==> src/rtl/rrs_pkg.sv <==
package rrs_pkg;
    localparam int MAP_W   = 16;
    localparam int CODE_W  = 4;
    localparam int N_RATES = 12;
    localparam int RANK_W  = $clog2(N_RATES);

    typedef logic [MAP_W-1:0]   map_t;
    typedef logic [CODE_W-1:0]  code_t;
    typedef logic [RANK_W-1:0]  rank_t;
    typedef logic [N_RATES-1:0] ranked_t;

    typedef struct packed {
        logic  ok;
        rank_t rank;
    } rank_info_t;

    typedef struct packed {
        logic  found;
        code_t code;
    } rsp_t;

    typedef enum logic {SEL_BASIC = 1'b0, SEL_MAND = 1'b1} map_sel_e;

    // codes 4..7 carry no rate
    localparam map_t DEFINED_MASK = 16'hFF0F;

    // speed rank of a code (0 = slowest)
    function automatic rank_info_t rank_of(code_t c);
        rank_info_t r;
        r.ok = 1'b1;
        case (c)
            4'd0:    r.rank = 4'd0;
            4'd1:    r.rank = 4'd1;
            4'd2:    r.rank = 4'd2;
            4'd8:    r.rank = 4'd3;
            4'd9:    r.rank = 4'd4;
            4'd3:    r.rank = 4'd5;
            4'd10:   r.rank = 4'd6;
            4'd11:   r.rank = 4'd7;
            4'd12:   r.rank = 4'd8;
            4'd13:   r.rank = 4'd9;
            4'd14:   r.rank = 4'd10;
            4'd15:   r.rank = 4'd11;
            default: begin r.ok = 1'b0; r.rank = '0; end
        endcase
        return r;
    endfunction

    function automatic code_t code_of(rank_t r);
        code_t c;
        case (r)
            4'd0:    c = 4'd0;
            4'd1:    c = 4'd1;
            4'd2:    c = 4'd2;
            4'd3:    c = 4'd8;
            4'd4:    c = 4'd9;
            4'd5:    c = 4'd3;
            4'd6:    c = 4'd10;
            4'd7:    c = 4'd11;
            4'd8:    c = 4'd12;
            4'd9:    c = 4'd13;
            4'd10:   c = 4'd14;
            default: c = 4'd15;
        endcase
        return c;
    endfunction

    // reorder a bitmap into speed order
    function automatic ranked_t to_ranked(map_t m);
        ranked_t o;
        for (int r = 0; r < N_RATES; r++) begin
            o[r] = m[code_of(rank_t'(r))];
        end
        return o;
    endfunction
endpackage

==> src/rtl/rrs_map_regs.sv <==
module rrs_map_regs
    import rrs_pkg::*;
#(
    parameter map_t BASIC_INIT = '0,
    parameter map_t MAND_INIT  = '0
) (
    input  logic clk,
    input  logic rst,
    input  logic wr_en,
    input  logic wr_sel,
    input  map_t wr_data,
    output map_t basic_q,
    output map_t mand_q
);
    localparam int N_SETS = 2;
    map_t store [N_SETS];

    for (genvar s = 0; s < N_SETS; s++) begin : g_set
        localparam map_t INIT_S = (s == 0) ? BASIC_INIT : MAND_INIT;
        always_ff @(posedge clk) begin
            if (rst) begin
                store[s] <= INIT_S & DEFINED_MASK;
            end else if (wr_en && (wr_sel == 1'(s))) begin
                store[s] <= wr_data & DEFINED_MASK;
            end
        end
    end

    assign basic_q = store[SEL_BASIC];
    assign mand_q  = store[SEL_MAND];
endmodule

==> src/rtl/rrs_pick.sv <==
module rrs_pick
    import rrs_pkg::*;
(
    input  ranked_t cand,
    input  rank_t   limit,
    output logic    hit,
    output rank_t   rank
);
    ranked_t elig;

    for (genvar i = 0; i < N_RATES; i++) begin : g_elig
        assign elig[i] = cand[i] && (RANK_W'(i) <= limit);
    end

    // later index wins: highest qualifying rank
    always_comb begin
        rank = '0;
        for (int i = 0; i < N_RATES; i++) begin
            if (elig[i]) rank = RANK_W'(i);
        end
    end

    assign hit = |elig;
endmodule

==> src/rtl/rrs_lowest.sv <==
module rrs_lowest
    import rrs_pkg::*;
(
    input  ranked_t cand,
    output logic    hit,
    output rank_t   rank
);
    always_comb begin
        rank = '0;
        for (int i = N_RATES - 1; i >= 0; i--) begin
            if (cand[i]) rank = RANK_W'(i);
        end
    end

    assign hit = |cand;
endmodule

==> src/rtl/resp_rate_sel.sv <==
module resp_rate_sel
    import rrs_pkg::*;
#(
    parameter logic [15:0] BASIC_INIT = 16'h0000,
    parameter logic [15:0] MAND_INIT  = 16'h0000
) (
    input  logic        clk,
    input  logic        rst,
    input  logic        wr_en,
    input  logic        wr_sel,
    input  logic [15:0] wr_data,
    input  logic        req_valid,
    input  logic [3:0]  req_code,
    output logic        rsp_valid,
    output logic        rsp_found,
    output logic [3:0]  rsp_code
);
    map_t       basic_q, mand_q;
    ranked_t    basic_r, mand_r;
    rank_info_t in_info;
    logic       b_hit, m_hit, low_hit;
    rank_t      b_rank, m_rank, low_rank;
    code_t      fallback;
    rsp_t       nxt, rsp_q;

    rrs_map_regs #(.BASIC_INIT(BASIC_INIT), .MAND_INIT(MAND_INIT)) u_regs (
        .clk(clk), .rst(rst), .wr_en(wr_en), .wr_sel(wr_sel),
        .wr_data(wr_data), .basic_q(basic_q), .mand_q(mand_q)
    );

    assign basic_r = to_ranked(basic_q);
    assign mand_r  = to_ranked(mand_q);
    assign in_info = rank_of(req_code);

    rrs_pick u_pick_basic (.cand(basic_r), .limit(in_info.rank), .hit(b_hit), .rank(b_rank));
    rrs_pick u_pick_mand  (.cand(mand_r),  .limit(in_info.rank), .hit(m_hit), .rank(m_rank));
    rrs_lowest u_low      (.cand(mand_r),  .hit(low_hit), .rank(low_rank));

    assign fallback = low_hit ? code_of(low_rank) : code_of('0);

    always_comb begin
        nxt.found = 1'b0;
        nxt.code  = fallback;
        if (in_info.ok) begin
            if (b_hit) begin
                nxt.found = 1'b1;
                nxt.code  = code_of(b_rank);
            end else if (m_hit) begin
                nxt.found = 1'b1;
                nxt.code  = code_of(m_rank);
            end
        end
    end

    always_ff @(posedge clk) begin
        if (rst) begin
            rsp_valid <= 1'b0;
            rsp_q     <= '0;
        end else begin
            rsp_valid <= req_valid;
            if (req_valid) rsp_q <= nxt;
        end
    end

    assign rsp_found = rsp_q.found;
    assign rsp_code  = rsp_q.code;

    map_t either_q;
    assign either_q = basic_q | mand_q;

    p_rsp_follows_req_r2: assert property (@(posedge clk) disable iff (rst)
        req_valid |=> rsp_valid);
    p_rsp_no_spurious_r2: assert property (@(posedge clk) disable iff (rst)
        !req_valid |=> !rsp_valid);
    p_found_not_above_r3: assert property (@(posedge clk) disable iff (rst)
        req_valid |=> (!rsp_found || (rank_of(rsp_code).rank <= rank_of($past(req_code)).rank)));
    p_found_is_member_r5: assert property (@(posedge clk) disable iff (rst)
        req_valid |=> (!rsp_found || ((($past(either_q) >> rsp_code) & 16'h0001) == 16'h0001)));
    p_bad_code_r7: assert property (@(posedge clk) disable iff (rst)
        (req_valid && !rank_of(req_code).ok) |=> !rsp_found);
    p_code_defined_r1: assert property (@(posedge clk) disable iff (rst)
        rsp_valid |-> rank_of(rsp_code).ok);
endmodule

==> config.mk <==
export PLATFORM = sky130hd
export DESIGN_NAME = resp_rate_sel
export DESIGN_NICKNAME = d
export VERILOG_FILES = /design/src/rtl/rrs_pkg.sv /design/src/rtl/rrs_map_regs.sv /design/src/rtl/rrs_pick.sv /design/src/rtl/rrs_lowest.sv /design/src/rtl/resp_rate_sel.sv
export SDC_FILE = /design/constraint.sdc
export NUM_CORES = 1
export LEC_CHECK = 0
export BUFFER_PORTS_ARGS = -buffer_cell sky130_fd_sc_hd__buf_4
export CORE_UTILIZATION = 40
export CTS_CLUSTER_DIAMETER = 80
export DETAILED_ROUTE_END_ITERATION = 16
export PLACE_DENSITY = 0.71
export SLEW_MARGIN = 20
export SYNTH_ARGS = -nofsm -noshare
export SYNTH_HDL_FRONTEND = slang
export SYNTH_HIERARCHICAL = 1
export SYNTH_SLANG_ARGS = --single-unit
==> constraint.sdc <==
create_clock -name clk -period 3.7 [get_ports clk]
set_input_delay 0.555 -clock clk [delete_from_list [all_inputs] [get_ports clk]]
set_output_delay 0.555 -clock clk [all_outputs]
set_load 0.01 [all_outputs]
# Word level (Yosys, flattened, before mapping)
# Memories as Yosys holds them, arrays and structs flattened.
# Cells that the tools add are included.
# word_totals
romBits,192
wordCells,114
n_memories,4
mem_bits_rw,24
inputBits,25
output_inout_bits,6
ff_bits,6
# mem_list
name,words,width,rd,rd_ports_with_merged_regs,write_ports,line,source
(no name shown),16,4,1,0,0,rrs_pkg.sv:51,case (r)
(no name shown),16,4,1,0,0,rrs_pkg.sv:51,
(no name shown),16,4,1,0,0,rrs_pkg.sv:51,
u_regs.store,2,12,2,0,2,rrs_map_regs.sv:16,map_t store [N_SETS];
# classes
bitwise_logic,3
magnitude_cmp,12
reduce_logical,31
n_mux,50
eq_ne,11
# op_table
op,count
4-bit two-way mux,21
12-bit OR reduction,4
4-bit one-hot mux with 11 select lines,1
"4-bit == test, second input constant",8
1-bit logical AND,26
12-bit two-way mux,2
3-bit two-way mux,8
"3-bit by 4-bit less-or-equal comparator with 1-bit output, first input constant",4
"4-bit less-or-equal comparator, first input constant",4
5-bit two-way mux,3
1-bit two-way mux,11
"4-bit by 2-bit == test with 1-bit output, second input constant",2
"1-bit by 4-bit less-or-equal comparator with 1-bit output, first input constant",2
"2-bit by 4-bit less-or-equal comparator with 1-bit output, first input constant",2
2-bit two-way mux,4
"4-bit by 1-bit == test with 1-bit output, second input constant",1
4-bit logical NOT,1
1-bit bitwise OR,2
1-bit NOT,1

# Logic depth before layout (Yosys ltp)
# An unclocked memory read counts as a cell.
# logic_depth
ltp_word,19
mapped_depth,12
mapped_depth_nobuf,11

# Hierarchy
# Netlist, hierarchy kept.
# modules_own_cells
module,area_per_inst_um2,seq_area_each_um2,cells_each,instances
rrs_map_regs,1003.5,720.7,76,1
rrs_pick,344.1,0.0,49,2
resp_rate_sel,524.3,120.1,73,1
rrs_lowest,128.9,0.0,22,1

# Worst setup path before layout
# OpenSTA, ideal clock, no wires.
# synth_timing
path_type,input to register
from,input port req_code[2]
to,register rsp_q (netlist bit rsp_code[0])
path_slack_ps,1079
arrival_time_ps,2495
stages,10
path_cell_list,o31ai_1 buf_4 o211a_1 o22a_1 a21oi_1 o21ai_1 nand2b_1 maj3_1 o22ai_1 o41ai_1
# synth_between
elab_cells_between_ends,80
# synth_rtl
item,line,source
from (decl),resp_rate_sel.sv:13,"input logic [3:0] req_code,"
4-bit == test (tied with other cells),rrs_pkg.sv:31,case (c)
4-bit one-hot mux with 11 select lines *,rrs_pkg.sv:31,
2-bit by 4-bit less-or-equal comparator with 1-bit output,rrs_pick.sv:12,assign elig[i] = cand[i] && (RANK_W'(i) <= limit);
1-bit logical AND,rrs_pick.sv:12,
2-bit two-way mux (2 in a row),rrs_pick.sv:19,if (elig[i]) rank = RANK_W'(i);
3-bit two-way mux (4 in a row),rrs_pick.sv:19,
4-bit two-way mux (3 in a row),rrs_pick.sv:19,
4-bit two-way mux *,rrs_pick.sv:19,
named net b_rank[1],resp_rate_sel.sv:22,"rank_t b_rank, m_rank, low_rank;"
memory read 16 x 4 bit *,-,
5-bit two-way mux *,resp_rate_sel.sv:45,if (b_hit) begin
5-bit two-way mux *,resp_rate_sel.sv:44,if (in_info.ok) begin
to (signal assigned),resp_rate_sel.sv:61,if (req_valid) rsp_q <= nxt;
to (decl),resp_rate_sel.sv:24,"rsp_t nxt, rsp_q;"
# The timed path passes the listed nets; every way through them passes the cells marked *.
# A chain may end at the register's enable or synchronous reset.

==> results.sh <==
export IMPL_hold_class="reg2reg"
export IMPL_synth_area_per_cell_sq_um=8.773
export IMPL_finClkSkew_ns=0.005127
export IMPL_ctsHoldBuffers=0
export IMPL_cp_common_cell="a21oi_1"
export IMPL_drt_wirelength_per_cell_um=13.40
export IMPL_grt_setup_unrepaired="false"
export IMPL_clock_sinks=30
export IMPL_h_tree_depth=2
export IMPL_setup_viol=0
export IMPL_required_ns=3.86
export IMPL_finalCriticalPeriod_ns=2.836
export IMPL_ir_drop_mv=0.2712
export IMPL_clock_latency_ns=0.27
export IMPL_worst_setup_path_end_kind="flop"
export IMPL_cts_root_buf="clkbuf_8"
export IMPL_critPathLaunchType="input port"
export IMPL_p_leak_nw=0.9860
export IMPL_worstPathArrival_ns=3.00
export IMPL_start_util_pct=41.42
export IMPL_clk_path_buf_depth=2
export IMPL_critPathMaxFanout=15
export IMPL_vias=1951
export IMPL_grt_start_max_net_pins=23
export IMPL_die_y_um=77.52
export IMPL_rr_worst_depth=8
export IMPL_cp_slowest_cell="a21oi_1"
export IMPL_place_congestion=0.8371
export IMPL_whs_path_depth=2
export IMPL_viasPerCell=5.435
export IMPL_cts_buffers=5
export IMPL_min_delay_start="rsp_code[2]"
export IMPL_syn_area_sq_um=2281
export IMPL_max_cap_violations=0
export IMPL_drive_gt1_share_pct=20.21
export IMPL_first_iter_violations=175
export IMPL_die_area_sq_um=6009
export IMPL_cts_resized=0
export IMPL_fillers=536
export IMPL_drt_first_pass_iters=4
export IMPL_cts_tree="built"
export IMPL_worst_pin_slew_ns=0.6269
export IMPL_slew_viol_final=0
export IMPL_power_density_nw_per_um2=357.5
export IMPL_io_pins=31
export IMPL_yosysWarnings=6
export IMPL_fin_cells=359
export IMPL_fin_crit_sh_pct=76.65
export IMPL_worstSetupPathType="in2reg"
export IMPL_critical_path_max_stage_delay_ns=0.49
export IMPL_syn2layout_area_growth_pct=13.17
export IMPL_io_buffers=26
export IMPL_path_cells="buf_4, o21ai_0, a21oi_1, buf_4, nor2_4, a21oi_1, a22oi_1, o2bb2ai_1, mux2i_1, a22oi_1, o221ai_1, a21oi_1"
export IMPL_antenna_cells=0
export IMPL_antenna_found_initial=0
export IMPL_core_rowCount=27
export IMPL_r2r_start="u_regs/store[1][5]"
export IMPL_grt_pass1_wl_um=8107
export IMPL_die_x_um=77.52
export IMPL_dp_cells=352
export IMPL_grt_use_total_pct=16.88
export IMPL_slew_headroom_pct=57.96
export IMPL_startpoint="req_code[3]"
export IMPL_core_sq_um=5507
export IMPL_grt_pass1_vias=1697
export IMPL_grt_ovfl_total=0
export IMPL_nNetsFinal=312
export IMPL_syn_num_nets=285
export IMPL_syn_inst=260
export IMPL_outcome="finished clean"
export IMPL_wirelength_um=4810
export IMPL_max_freq_ghz=0.3526
export IMPL_tns_ns=0
export IMPL_clk_pin_slew_ns=0.06
export IMPL_route_detailed_drc=0
export IMPL_hold_violations=0
export IMPL_post_cts_buffers=0
export IMPL_ant_nets=0
export IMPL_place_hpwl_um=3740
==> per-layer routing <==
metal | vias up | wire [um] | track usage (%)
li1 | 1010 | - | -
met4 | 0 | 57 | 5.472
met1 | 890 | 2450 | 23.95
met2 | 45 | 2135 | 26.28
met3 | 6 | 166 | 2.353
met5 | - | 0 | 0
==> worst max-delay path: cells and delay by family <==
family                 cells  cell delay (ns)
muxes                      1             0.27
AOI/OAI and AO/OA          8             1.65
and+or+nand+nor            1             0.06
buffers and inverters      2             0.45
==> power breakdown <==
| group | leakage (nW) | switching [W] | internal [W] | total, W |
|---|---|---|---|---|
| sequential | 0.294 | 0.0000326 | 0.000396 | 0.000429 |
| clock | 0.0383 | 0.000105 | 0.000129 | 0.000234 |
| combinational | 0.654 | 0.000143 | 0.000117 | 0.000260 |
==> path summary, 6_finish.rpt <==
path / slack, ns / endpoint
setup reg to reg: 1.59 / rsp_code[0]
hold / removal: 0.47 / rsp_code[2]
setup / recovery: 0.86 / rsp_code[3]
hold reg to reg: 0.47 / rsp_code[2]
==> metrics by stage <==
step           setup slack (ns)  hold WS (ns)  area, sq um  util [%]  total power, W
6_report                 0.8639        0.4708         2581     46.88       0.0009229
5_1_grt                  0.6097        0.5177         2581     46.88       0.0009767
4_1_cts                  0.9168        0.4756         2581     46.88       0.0009259
3_5_place_dp             0.6194        0.4606         2505     45.49       0.0006921
3_3_place_gp             0.6136        0.4606         2505     45.49       0.0006888
2_1_floorplan             1.079        0.4769         2281         -       0.0006224
==> state kept, by name (all words and copies together), names as in the netlist <==
name	count
rsp_code	4
rsp_valid	1
u_regs/store	24
rsp_found	1
==> cells in the final DEF (no fill, tap or decap), types with 4 or more instances in the layout <==
master and instances:
inv_1 8, dfxtp_1 6, nand3_1 5, nor2b_1 5, a21oi_1 16, o21a_1 5, o21ai_1 9, nor3_1 4
o2bb2ai_1 4, o31a_1 7, o31ai_1 4, o21ai_0 10, buf_4 31, nor2_1 49, mux2i_1 4, edfxtp_1 24
nand3b_1 5, nand2_1 16, nand2b_1 17, clkbuf_8 5
==> area by class of cell <==
type | count | area [sq um] | area share, %
Clock buffer | 7 | 76.32 | 2.957
Timing Repair Buffer | 31 | 232.7 | 9.016
Sequential cell | 30 | 840.8 | 32.57
Multi-Input combinational cell | 209 | 1304 | 50.51
Inverter | 10 | 37.54 | 1.454
Tap cell | 72 | 90.09 | 3.490
Note: power is estimated with default switching activity, not from simulation.
